==> src/rtl/gpio_irq_pkg.sv <==
package gpio_irq_pkg;

  // Per-register write strobes produced by the decoder.
  typedef struct packed {
    logic dataWr;
    logic dirWr;
    logic cfgLoWr;
    logic cfgHiWr;
    logic maskWr;
    logic statClr;
    logic bothWr;
  } regStrobe_t;

  typedef enum logic [3:0] {
    SEL_DATA  = 4'd0,
    SEL_DIR   = 4'd1,
    SEL_PAD   = 4'd2,
    SEL_CFGLO = 4'd3,
    SEL_CFGHI = 4'd4,
    SEL_MASK  = 4'd5,
    SEL_STAT  = 4'd6,
    SEL_BOTH  = 4'd7,
    SEL_NONE  = 4'd8
  } readSel_t;

  localparam logic [1:0] TRIG_LOW  = 2'b00;
  localparam logic [1:0] TRIG_HIGH = 2'b01;
  localparam logic [1:0] TRIG_RISE = 2'b10;
  localparam logic [1:0] TRIG_FALL = 2'b11;

endpackage

==> src/rtl/gpio_irq_ctrl.sv <==
module gpio_irq_ctrl
  import gpio_irq_pkg::*;
#(
  parameter int ADDR_W = 6
) (
  input  logic              clk,
  input  logic              rst,
  input  logic [ADDR_W-1:0] busAddr,
  input  logic              busWrEn,
  output regStrobe_t        strobe,
  output readSel_t          rdSel
);

  logic [ADDR_W-1:0] wordIdx;
  assign wordIdx = busAddr >> 2;

  always_comb begin
    rdSel = SEL_NONE;
    case (wordIdx)
      ADDR_W'(0): rdSel = SEL_DATA;
      ADDR_W'(1): rdSel = SEL_DIR;
      ADDR_W'(2): rdSel = SEL_PAD;
      ADDR_W'(3): rdSel = SEL_CFGLO;
      ADDR_W'(4): rdSel = SEL_CFGHI;
      ADDR_W'(5): rdSel = SEL_MASK;
      ADDR_W'(6): rdSel = SEL_STAT;
      ADDR_W'(7): rdSel = SEL_BOTH;
      default:    rdSel = SEL_NONE;
    endcase
  end

  // The pad-status slot has no strobe, so writes to it are dropped.
  always_comb begin
    strobe         = '0;
    strobe.dataWr  = busWrEn && (rdSel == SEL_DATA);
    strobe.dirWr   = busWrEn && (rdSel == SEL_DIR);
    strobe.cfgLoWr = busWrEn && (rdSel == SEL_CFGLO);
    strobe.cfgHiWr = busWrEn && (rdSel == SEL_CFGHI);
    strobe.maskWr  = busWrEn && (rdSel == SEL_MASK);
    strobe.statClr = busWrEn && (rdSel == SEL_STAT);
    strobe.bothWr  = busWrEn && (rdSel == SEL_BOTH);
  end

  // at most one register is written per cycle; none for unmapped offsets
  assert_single_strobe_R11: assert property (@(posedge clk) disable iff (rst)
    $onehot0(strobe));

endmodule

==> src/rtl/gpio_irq_detect.sv <==
module gpio_irq_detect
  import gpio_irq_pkg::*;
#(
  parameter int PIN_COUNT   = 32,
  parameter int SYNC_STAGES = 2
) (
  input  logic                   clk,
  input  logic                   rst,
  input  logic [PIN_COUNT-1:0]   padIn,
  input  logic [2*PIN_COUNT-1:0] trigCfg,
  input  logic [PIN_COUNT-1:0]   bothSel,
  output logic [PIN_COUNT-1:0]   padNow,
  output logic [PIN_COUNT-1:0]   eventVec
);

  logic [PIN_COUNT-1:0] syncQ [SYNC_STAGES];
  logic [PIN_COUNT-1:0] prevQ;

  always_ff @(posedge clk) begin
    if (rst) begin
      for (int k = 0; k < SYNC_STAGES; k++) syncQ[k] <= '0;
      prevQ <= '0;
    end else begin
      syncQ[0] <= padIn;
      for (int k = 1; k < SYNC_STAGES; k++) syncQ[k] <= syncQ[k-1];
      prevQ <= syncQ[SYNC_STAGES-1];
    end
  end

  assign padNow = syncQ[SYNC_STAGES-1];

  for (genvar p = 0; p < PIN_COUNT; p++) begin : g_pin
    logic riseSeen;
    logic fallSeen;
    logic evBit;
    assign riseSeen = padNow[p] & ~prevQ[p];
    assign fallSeen = ~padNow[p] & prevQ[p];
    always_comb begin
      if (bothSel[p]) begin
        evBit = riseSeen | fallSeen;
      end else begin
        case (trigCfg[2*p +: 2])
          TRIG_LOW:  evBit = ~padNow[p];
          TRIG_HIGH: evBit = padNow[p];
          TRIG_RISE: evBit = riseSeen;
          default:   evBit = fallSeen;
        endcase
      end
    end
    assign eventVec[p] = evBit;
  end

endmodule

==> src/rtl/gpio_irq_datapath.sv <==
module gpio_irq_datapath
  import gpio_irq_pkg::*;
#(
  parameter int PIN_COUNT   = 32,
  parameter int SYNC_STAGES = 2
) (
  input  logic                 clk,
  input  logic                 rst,
  input  regStrobe_t           strobe,
  input  readSel_t             rdSel,
  input  logic [PIN_COUNT-1:0] wrData,
  input  logic [PIN_COUNT-1:0] padIn,
  output logic [PIN_COUNT-1:0] rdData,
  output logic [PIN_COUNT-1:0] padOut,
  output logic [PIN_COUNT-1:0] padOe,
  output logic                 irqAll,
  output logic                 irqLow,
  output logic                 irqHigh
);

  localparam int HALF = PIN_COUNT / 2;

  logic [PIN_COUNT-1:0] dataQ, dirQ, cfgLoQ, cfgHiQ, maskQ, statQ, bothQ;
  logic [PIN_COUNT-1:0] padNow, eventVec, clrVec, pendVec;

  gpio_irq_detect #(
    .PIN_COUNT  (PIN_COUNT),
    .SYNC_STAGES(SYNC_STAGES)
  ) detect_i (
    .clk     (clk),
    .rst     (rst),
    .padIn   (padIn),
    .trigCfg ({cfgHiQ, cfgLoQ}),
    .bothSel (bothQ),
    .padNow  (padNow),
    .eventVec(eventVec)
  );

  assign clrVec = strobe.statClr ? wrData : '0;

  always_ff @(posedge clk) begin
    if (rst) begin
      dataQ  <= '0;
      dirQ   <= '0;
      cfgLoQ <= '0;
      cfgHiQ <= '0;
      maskQ  <= '0;
      statQ  <= '0;
      bothQ  <= '0;
    end else begin
      if (strobe.dataWr)  dataQ  <= wrData;
      if (strobe.dirWr)   dirQ   <= wrData;
      if (strobe.cfgLoWr) cfgLoQ <= wrData;
      if (strobe.cfgHiWr) cfgHiQ <= wrData;
      if (strobe.maskWr)  maskQ  <= wrData;
      if (strobe.bothWr)  bothQ  <= wrData;
      // A new event wins over a clear in the same cycle.
      statQ <= (statQ & ~clrVec) | eventVec;
    end
  end

  always_comb begin
    case (rdSel)
      SEL_DATA:  rdData = dataQ;
      SEL_DIR:   rdData = dirQ;
      SEL_PAD:   rdData = padNow;
      SEL_CFGLO: rdData = cfgLoQ;
      SEL_CFGHI: rdData = cfgHiQ;
      SEL_MASK:  rdData = maskQ;
      SEL_STAT:  rdData = statQ;
      SEL_BOTH:  rdData = bothQ;
      default:   rdData = '0;
    endcase
  end

  assign padOut  = dataQ;
  assign padOe   = dirQ;
  assign pendVec = statQ & maskQ;
  assign irqLow  = |pendVec[HALF-1:0];
  assign irqHigh = |pendVec[PIN_COUNT-1:HALF];
  assign irqAll  = |pendVec;

  // pending bits that were not cleared remain pending
  assert_sticky_hold_R8: assert property (@(posedge clk) disable iff (rst)
    1'b1 |=> ((statQ & $past(statQ & ~clrVec)) == $past(statQ & ~clrVec)));

  // a status bit only rises when the detector reported an event
  assert_set_needs_event_R5: assert property (@(posedge clk) disable iff (rst)
    1'b1 |=> ((statQ & ~$past(statQ) & ~$past(eventVec)) == '0));

  // output data changes only on its own write strobe
  assert_data_hold_R2: assert property (@(posedge clk) disable iff (rst)
    !strobe.dataWr |=> $stable(dataQ));

endmodule

==> src/rtl/gpio_irq_port.sv <==
module gpio_irq_port
  import gpio_irq_pkg::*;
#(
  parameter int PIN_COUNT   = 32,
  parameter int SYNC_STAGES = 2,
  parameter int ADDR_W      = 6
) (
  input  logic                 clk,
  input  logic                 rst,
  input  logic [ADDR_W-1:0]    busAddr,
  input  logic                 busWrEn,
  input  logic [PIN_COUNT-1:0] busWrData,
  output logic [PIN_COUNT-1:0] busRdData,
  input  logic [PIN_COUNT-1:0] padIn,
  output logic [PIN_COUNT-1:0] padOut,
  output logic [PIN_COUNT-1:0] padOe,
  output logic                 irqAll,
  output logic                 irqLow,
  output logic                 irqHigh
);

  regStrobe_t strobe;
  readSel_t   rdSel;

  gpio_irq_ctrl #(.ADDR_W(ADDR_W)) ctrl_i (
    .clk    (clk),
    .rst    (rst),
    .busAddr(busAddr),
    .busWrEn(busWrEn),
    .strobe (strobe),
    .rdSel  (rdSel)
  );

  gpio_irq_datapath #(
    .PIN_COUNT  (PIN_COUNT),
    .SYNC_STAGES(SYNC_STAGES)
  ) dp_i (
    .clk    (clk),
    .rst    (rst),
    .strobe (strobe),
    .rdSel  (rdSel),
    .wrData (busWrData),
    .padIn  (padIn),
    .rdData (busRdData),
    .padOut (padOut),
    .padOe  (padOe),
    .irqAll (irqAll),
    .irqLow (irqLow),
    .irqHigh(irqHigh)
  );

endmodule

==> config.mk <==
export PLATFORM = sky130hd
export DESIGN_NAME = gpio_irq_port
export DESIGN_NICKNAME = d
export VERILOG_FILES = /design/src/rtl/gpio_irq_pkg.sv /design/src/rtl/gpio_irq_ctrl.sv /design/src/rtl/gpio_irq_detect.sv /design/src/rtl/gpio_irq_datapath.sv /design/src/rtl/gpio_irq_port.sv
export SDC_FILE = /design/constraint.sdc
export NUM_CORES = 1
export LEC_CHECK = 0
export BUFFER_PORTS_ARGS = -buffer_cell sky130_fd_sc_hd__buf_2
export CAP_MARGIN = 20
export CORE_ASPECT_RATIO = 1.1
export CORE_MARGIN = 2
export CORE_UTILIZATION = 44
export CTS_BUF_LIST = sky130_fd_sc_hd__clkbuf_8
export CTS_CLUSTER_SIZE = 12
export DETAILED_ROUTE_END_ITERATION = 8
export SKIP_LAST_GASP = 1
export SYNTH_ARGS = -nofsm -noshare
export SYNTH_HDL_FRONTEND = slang
export SYNTH_SLANG_ARGS = --single-unit
==> constraint.sdc <==
create_clock -name clk -period 3.8 [get_ports clk]
set_clock_uncertainty 0.1 [all_clocks]
set_input_delay 0.76 -clock clk [delete_from_list [all_inputs] [get_ports clk]]
set_output_delay 0.76 -clock clk [all_outputs]
set_load 0.005 [all_outputs]
# Word level (Yosys, flattened, before mapping)
# Memories as Yosys holds them, arrays and structs flattened.
# Index checks and enable logic that the tools add are counted.
# word_totals
reg_bits,256
ramBits,64
mem_bits_ro,24
inputBits,73
output_inout_bits,99
wordCells,363
memories,2
# classes
eq_ne,71
mux,72
n_bitwise,166
n_reduce_logical,44
# memory_table
memory,depth,word_bits,rd,rd_ports_with_merged_regs,wr,line_no,text
dp_i.detect_i.syncQ,2,32,2,0,2,gpio_irq_detect.sv:16,logic [PIN_COUNT-1:0] syncQ [SYNC_STAGES];
(name not given),8,3,1,0,0,gpio_irq_ctrl.sv:19,case (wordIdx)
# op_table
cell,n
32-bit case mux with 8 select lines,1
32-bit 2-to-1 mux,3
1-bit case mux with 3 select lines,32
1-bit AND,64
32-bit AND,2
"2-bit by 1-bit equality test with 1-bit output, second input constant",32
"2-bit equality test, second input constant",32
2-bit logical NOT,32
1-bit NOT,64
1-bit 2-to-1 mux,35
1-bit bitwise OR,34
32-bit NOT,1
32-bit bitwise OR,1
16-bit OR reduction,2
32-bit OR reduction,1
"4-bit by 3-bit equality test with 1-bit output, second input constant",4
"4-bit by 2-bit equality test with 1-bit output, second input constant",2
1-bit logical AND,7
"4-bit by 1-bit equality test with 1-bit output, second input constant",1
4-bit logical NOT,1
4-bit 2-to-1 mux,1
3-bit logical NOT,1

# Longest topological paths before layout
# Gate-level depths: netlist (run 1).
# logic_depth
ltp_word,8
depth_mapped,8
depth_no_buf,6

# By module
# Synthesis (run 1) repeated with hierarchy kept, for this count alone.
# unflattened
cells_unflattened,1588
hier_area_um2,14986.9
# by_module_without_submodules
module,instances,cells_per_inst,area_each_um2,seq_area_each_um2
gpio_irq_datapath,1,986,9587.9,4484.3
gpio_irq_detect,1,586,5307.6,1921.8
gpio_irq_ctrl,1,16,91.3,0.0

# Least setup slack after synthesis (run 1)
# No wires, ideal clock.
# synth_path
path_type,input-to-output
from,input busAddr[3]
to,output busRdData[26]
t_arrival_ns,1.989
t_required_ns,2.940
setup_slack_ns,0.951
cell_stages,7
n_path_buf,3
cell_sequence,buf_4 buf_2 nor2b_1 and2_1 buf_2 a22oi_1 nand3_1
# synth_via
elab_chain_len,4
word_cells_on_any_way,11
cone_classes,7 x eq/ne; 2 x mux; 1 x reduce/logical; 1 x memory
# synth_lines
element,line_no,text
start: declaration,gpio_irq_port.sv:10,"input logic [ADDR_W-1:0] busAddr,"
memory 8 x 3 bit *,-,
4-bit 2-to-1 mux *,gpio_irq_ctrl.sv:19,
4-bit by 3-bit equality test with 1-bit output (tied with other cells),gpio_irq_datapath.sv:63,case (rdSel)
32-bit case mux with 8 select lines *,gpio_irq_datapath.sv:63,
end: declaration,gpio_irq_port.sv:13,"output logic [PIN_COUNT-1:0] busRdData,"
# Every way passes the cells marked *; elsewhere a longest branch is shown, timed or not.

# Final worst setup path (run 1)
# layout_path
from,input busAddr[3]
to,output busRdData[11]
# Same word-level chain as after synthesis.

==> results of run 1 <==
## area by class of cell
type / count / area share (%)
clock buffer: 66 / 5.36
sequential: 320 / 37.8
clock inverter: 26 / 0.620
timing repair buffer: 222 / 7.77
inverter: 65 / 1.44
antenna: 1 / 0.0148
tap: 426 / 3.15
multi-input combinational: 1241 / 43.8
## metal layers
| layer | GRT usage (%) | part of all wire (%) | up-vias |
|---|---|---|---|
| met1 | 39.0 | 41 | 6429 |
| li1 | - | - | 6297 |
| met2 | 47.0 | 46 | 688 |
| met5 | 0 | 0 | - |
| met4 | 9.78 | 3.0 | 0 |
| met3 | 4.13 | 9.1 | 102 |
## critical path, stage by stage
cell and delay [ns]:
buf_2 0.42, buf_4 0.32, nor2_1 0.22, a22o_1 0.24
a222oi_1 0.22, nand3_1 0.21, buf_2 0.18
## synth_stat cells (all sizes together), types with 13 or more instances
master / n
nand2: 416
dfxtp: 320
a21oi: 218
nor2b: 100
clkbuf: 66
inv: 65
ha: 64
nor2: 61
buf: 47
mux2i: 34
a22oi: 33
a21bo: 32
a22o: 31
a222oi: 29
and2: 28
o21ai: 19
nor3: 17
o21a: 17
nand2b: 16
nand3: 16
o31ai: 16
a211o: 15
a211oi: 15
a31oi: 15
mux2: 14
a221oi: 13
## report_power, final
group | internal, mW | switching, mW | leakage, nW
combinational | 0.213 | 0.341 | 3.64
sequential | 3.45 | 0.0908 | 2.61
clock | 1.55 | 1.38 | 0.604
total | 5.21 | 1.81 | 6.85
## sequential cells by signal (all words and copies together), names as in the netlist
| register | count |
|---|---|
| dp_i.padOe | 32 |
| dp_i.padOut | 32 |
| dp_i.detect_i.prevQ | 32 |
| dp_i.maskQ | 32 |
| dp_i.detect_i.syncQ | 64 |
| dp_i.cfgHiQ | 32 |
| dp_i.bothQ | 32 |
| dp_i.statQ | 32 |
| dp_i.cfgLoQ | 32 |
## cells by family (layout without fill, tap and decap cells)
group,count (synthesis),count (layout)
adders and majority gates,64,64
buffers and inverters,178,379
DFF,320,320
other,0,1
xor gates and xnor gates,1,1
muxes,48,48
and+or+nand+nor,668,668
AOI/OAI and AO/OA,460,460
## final timing paths
kind | startpoint | end | slack (ns)
worst max-delay path | busAddr[3] | busRdData[11] | 0.34
worst min-delay path | padIn[0] | dp_i.detect_i.syncQ[0][0] | 0.27
worst max register to register | dp_i.detect_i.syncQ[0][54] | dp_i.statQ[22] | 2.10
worst min register to register | dp_i.detect_i.syncQ[0][18] | dp_i.detect_i.syncQ[0][50] | 0.33
==> impl_metrics.ini, run 1 <==
[clock_network]
cts_tree = done
cts.path.max_buffers = 3
path_clk_slew_ns = 0.06
cts.sinks = 320
cts_resized = 0
clk_latency_ns = 0.60
htree_levels = 2
clockRootBuffer = clkbuf_8
cts_inserted_buffers = 53
cts_setup_buffers = 0
postCtsHoldBufs = 0

[synthesis]
synth.area.mux_share_pct = 3.41
ys_ff_latch = 320
netlist_area_sq_um = 14600
synth_top_flop_cell = dfxtp_1
async_flop_share_pct = 0
synth_cell_types = 45
avgSynthCellArea_sq_um = 8.40
yosys_warnings = 0
synth_compound_area_share_pct = 21.1
yosysTopAreaCell = dfxtp_1
synth-edff-count = 0
synthSimpleGateAreaFrac_pct = 20.7
syn_nets = 1876
synth_top_family_by_area = compound AO/OA/AOI/OAI gates
synth.yosys.seq_area_share_pct = 43.9
synthAdderAreaFrac_pct = 5.48
synth_top_cell_area_share_pct = 43.9
synthTopCellsByArea = dfxtp_1 44%, nand2_1 11%, a21oi_1 7.5%
syn_inst = 1739
synth_xor_area_share_pct = 0.0600

[timing]
report.final.slew_viol_count = 0
finalSetupTns_ns = 0
finalSetupViolCount = 0
hold_violations = 0
worst-slew-pin-transition_ns = 0.812
final.min_clock_period_ns = 3.46
grt_setup_unrepaired = no
fmax_mhz = 289
fin_crit_sh_pct = 91.1
relSlewSlack_pct = 45.8
whs_ns = 0.267
fin_ws_ns = 0.340

[global_route]
grt_first_pass_wirelength_mm = 75.9
grt_max_degree = 113
gr-total-overflow = 0
grt_pass1_vias = 12604
grt.total_usage_pct = 28.8
antenna_found_initial = 0

[floorplanning]
ioPinCount = 172
coreArea_sq_um = 32500
initial_core_util_pct = 45.0
die_w_um = 178
die_area_sq_um = 34700
die_h_um = 195
row_count = 69

[placed_design]
numPortBuffers = 169
placed_cell_area_sq_um = 15900
dp_cells = 2274
dp_hpwl_mm = 35.1
dpl_worst_slack_ns = 0.387
routabilityCongestion = 0.878

[worst_setup_path]
cp.required_ns = 2.94
worstPathArrival_ns = 2.60
cp-end-kind = primary output
r2r_cells = 6
cp-start-kind = input port
critical_path_class = in -> out
cp_max_fo = 21

[power]
irDropWorstVdd_mv = 0.278
power_density_nw_per_um2 = 414
total_power_mw = 7.02
leakagePower_nw = 6.85

[flow_run]
maxCapViolCount = 0

[detailed_routing]
dr.first_iter.drc_count = 1417
via_per_inst = 5.71
detail_route.wl_per_cell_um = 21.6
firstDrtPassIters = 6
final_antenna_net_count = 0
drc = 0
vias = 13516
wl_mm = 51.1

[layout]
nets = 2040
syn_to_final_growth_pct = 16.1
final_common_cell = nand2_1
stdcell_count = 2367
fillers = 3155
fin_util_pct = 52.2
mostFrequentLayoutCells = 416 x nand2_1, 320 x dfxtp_1, 218 x a21oi_1
multi_input_area_sq_um = 7430
seq_area_sq_um = 6410
layout-drive-gt1-share_pct = 16.4
final_area_sq_um = 16900

[hold_path]
hold_depth = 2
min_path_type = in -> reg

[outcome]
status = completed
(Power assumes the default switching activity.)
==> run 2, diff against run 1 <==
--- a/config.mk
+++ b/config.mk
@@ -8,7 +8,6 @@
 export BUFFER_PORTS_ARGS = -buffer_cell sky130_fd_sc_hd__buf_2
 export CAP_MARGIN = 20
 export CORE_ASPECT_RATIO = 1.1
-export CORE_MARGIN = 2
 export CORE_UTILIZATION = 44
 export CTS_BUF_LIST = sky130_fd_sc_hd__clkbuf_8
 export CTS_CLUSTER_SIZE = 12
==> constraint.sdc (replaced) <==
create_clock -name clk -period 3.2 [get_ports clk]
set_clock_uncertainty 0.1 [all_clocks]
set_input_delay 0.64 -clock clk [delete_from_list [all_inputs] [get_ports clk]]
set_output_delay 0.64 -clock clk [all_outputs]
set_load 0.1 [all_outputs]
==> run 2 against run 1 <==
Sequential share of layout area fell by 2.1 points. Wire length increased by 0.74%. Final cell count up 0.80%. Via count up 0.35%. Critical path depth is 1 lower. Highest routed layer unchanged.
==> impl_metrics.ini, run 2 (same netlist as run 1, synthesis figures left out) <==
[outcome]
status = completed

[detailed_routing]
drc = 0
detail_route.wl_per_cell_um = 21.6
final_antenna_net_count = 0
vias = 13563
via_per_inst = 5.68
dr.first_iter.drc_count = 1315
firstDrtPassIters = 8
wl_mm = 51.5

[global_route]
antenna_found_initial = 0
grt_max_degree = 91
grt.total_usage_pct = 29.8
grt_pass1_vias = 12693
grt_first_pass_wirelength_mm = 76.0
gr-total-overflow = 0

[placed_design]
numPortBuffers = 169
dpl_worst_slack_ns = 0.117
routabilityCongestion = 0.891
dp_hpwl_mm = 36.2
placed_cell_area_sq_um = 16700
dp_cells = 2289

[clock_network]
clockRootBuffer = clkbuf_8
path_clk_slew_ns = 0.06
cts_tree = done
clk_latency_ns = 0.61
cts.sinks = 320
cts.path.max_buffers = 3
htree_levels = 2
cts_inserted_buffers = 53

[power]
power_density_nw_per_um2 = 505
irDropWorstVdd_mv = 0.302
leakagePower_nw = 7.20
total_power_mw = 9.06

[layout]
largest_reg_flops = 64
syn_to_final_growth_pct = 22.7
mostFrequentLayoutCells = 416 x nand2_1, 320 x dfxtp_1, 218 x a21oi_1
insertedDiodeCount = 0
final_common_cell = nand2_1
final_area_sq_um = 17900
layout-drive-gt1-share_pct = 19.1
nets = 2056
stdcell_count = 2386
regMostFlops = dp_i.detect_i.syncQ

[timing]
worst-slew-pin-transition_ns = 0.793
fin_ws_ns = 0.0355
relSlewSlack_pct = 47.1
fin_crit_sh_pct = 98.9
fmax_mhz = 316
whs_ns = 0.132
grt_setup_unrepaired = no
report.final.slew_viol_count = 0
finalSetupViolCount = 0
final.min_clock_period_ns = 3.16
hold_violations = 0

[floorplanning]
initial_core_util_pct = 45.0
die_h_um = 193
die_area_sq_um = 33900
coreArea_sq_um = 32500
die_w_um = 176
row_count = 69
ioPinCount = 172

[worst_setup_path]
cp_max_fo = 12
worstPathArrival_ns = 2.42
critical_path_class = in -> out
cp-start-kind = input port
cp-end-kind = primary output
cp.required_ns = 2.46

[hold_path]
min_path_type = in -> reg

[flow_run]
maxCapViolCount = 0
-- run 2: worst paths after layout --
| check | start | to | slack [ns] | cells past startpoint |
|---|---|---|---|---|
| worst max-delay path | busAddr[2] | busRdData[28] | 0.04 | 6 |
| worst min-delay path | padIn[4] | dp_i.detect_i.syncQ[0][4] | 0.13 | 2 |
| worst max register to register | dp_i.detect_i.syncQ[0][34] | dp_i.statQ[2] | 1.58 | 6 |
| worst min register to register | dp_i.detect_i.syncQ[0][6] | dp_i.detect_i.syncQ[0][38] | 0.33 | 1 |
-- run 2: timing repair --
| item | 4_1_cts | 5_1_grt |
|---|---|---|
| pin swaps | 1 | 0 |
| gates resized for setup | 0 | 1 |
| setup endpoints to repair | 1 | 1 |
| hold buffers | 0 | 0 |
| buffers inserted | 1 | 0 |
-- run 2: worst max-delay path, stage by stage --
cell      delay (ns)
buf_2           0.25
nor2b_2         0.48
and2_1          0.51
a222oi_1        0.20
nand2_1         0.15
buf_12          0.19
-- run 2: area by class of cell --
class | count | area, sq um
clock buffers | 71 | 977
flip-flops and latches | 320 | 6410
inverters | 65 | 244
well taps | 426 | 533
fillers | 3075 | 14500
clock inverters | 25 | 191
multi-input cells | 1241 | 7560
repair buffers | 238 | 2000
-- run 2: routing by layer --
layer	vias up	routed length (um)	global-route usage, %
met5	-	0	0
met4	0	2190	14.0
met3	117	4310	4.55
met2	648	24100	49.4
met1	6473	20900	38.1
li1	6325	-	-
-- run 2: per-stage QoR --
step                setup TNS [ns]  util (%)
floorplan                   -0.346         -
global placement                 0      51.6
detailed placement               0      51.6
CTS                              0      55.2
global route                     0      55.2
finish                           0      55.2
-- run 2: power breakdown --
group / total [mW] / internal [mW] / switching, mW
Clock: 3.94 / 2.22 / 1.72
Sequential: 4.21 / 4.09 / 0.111
Combinational: 0.911 / 0.306 / 0.604
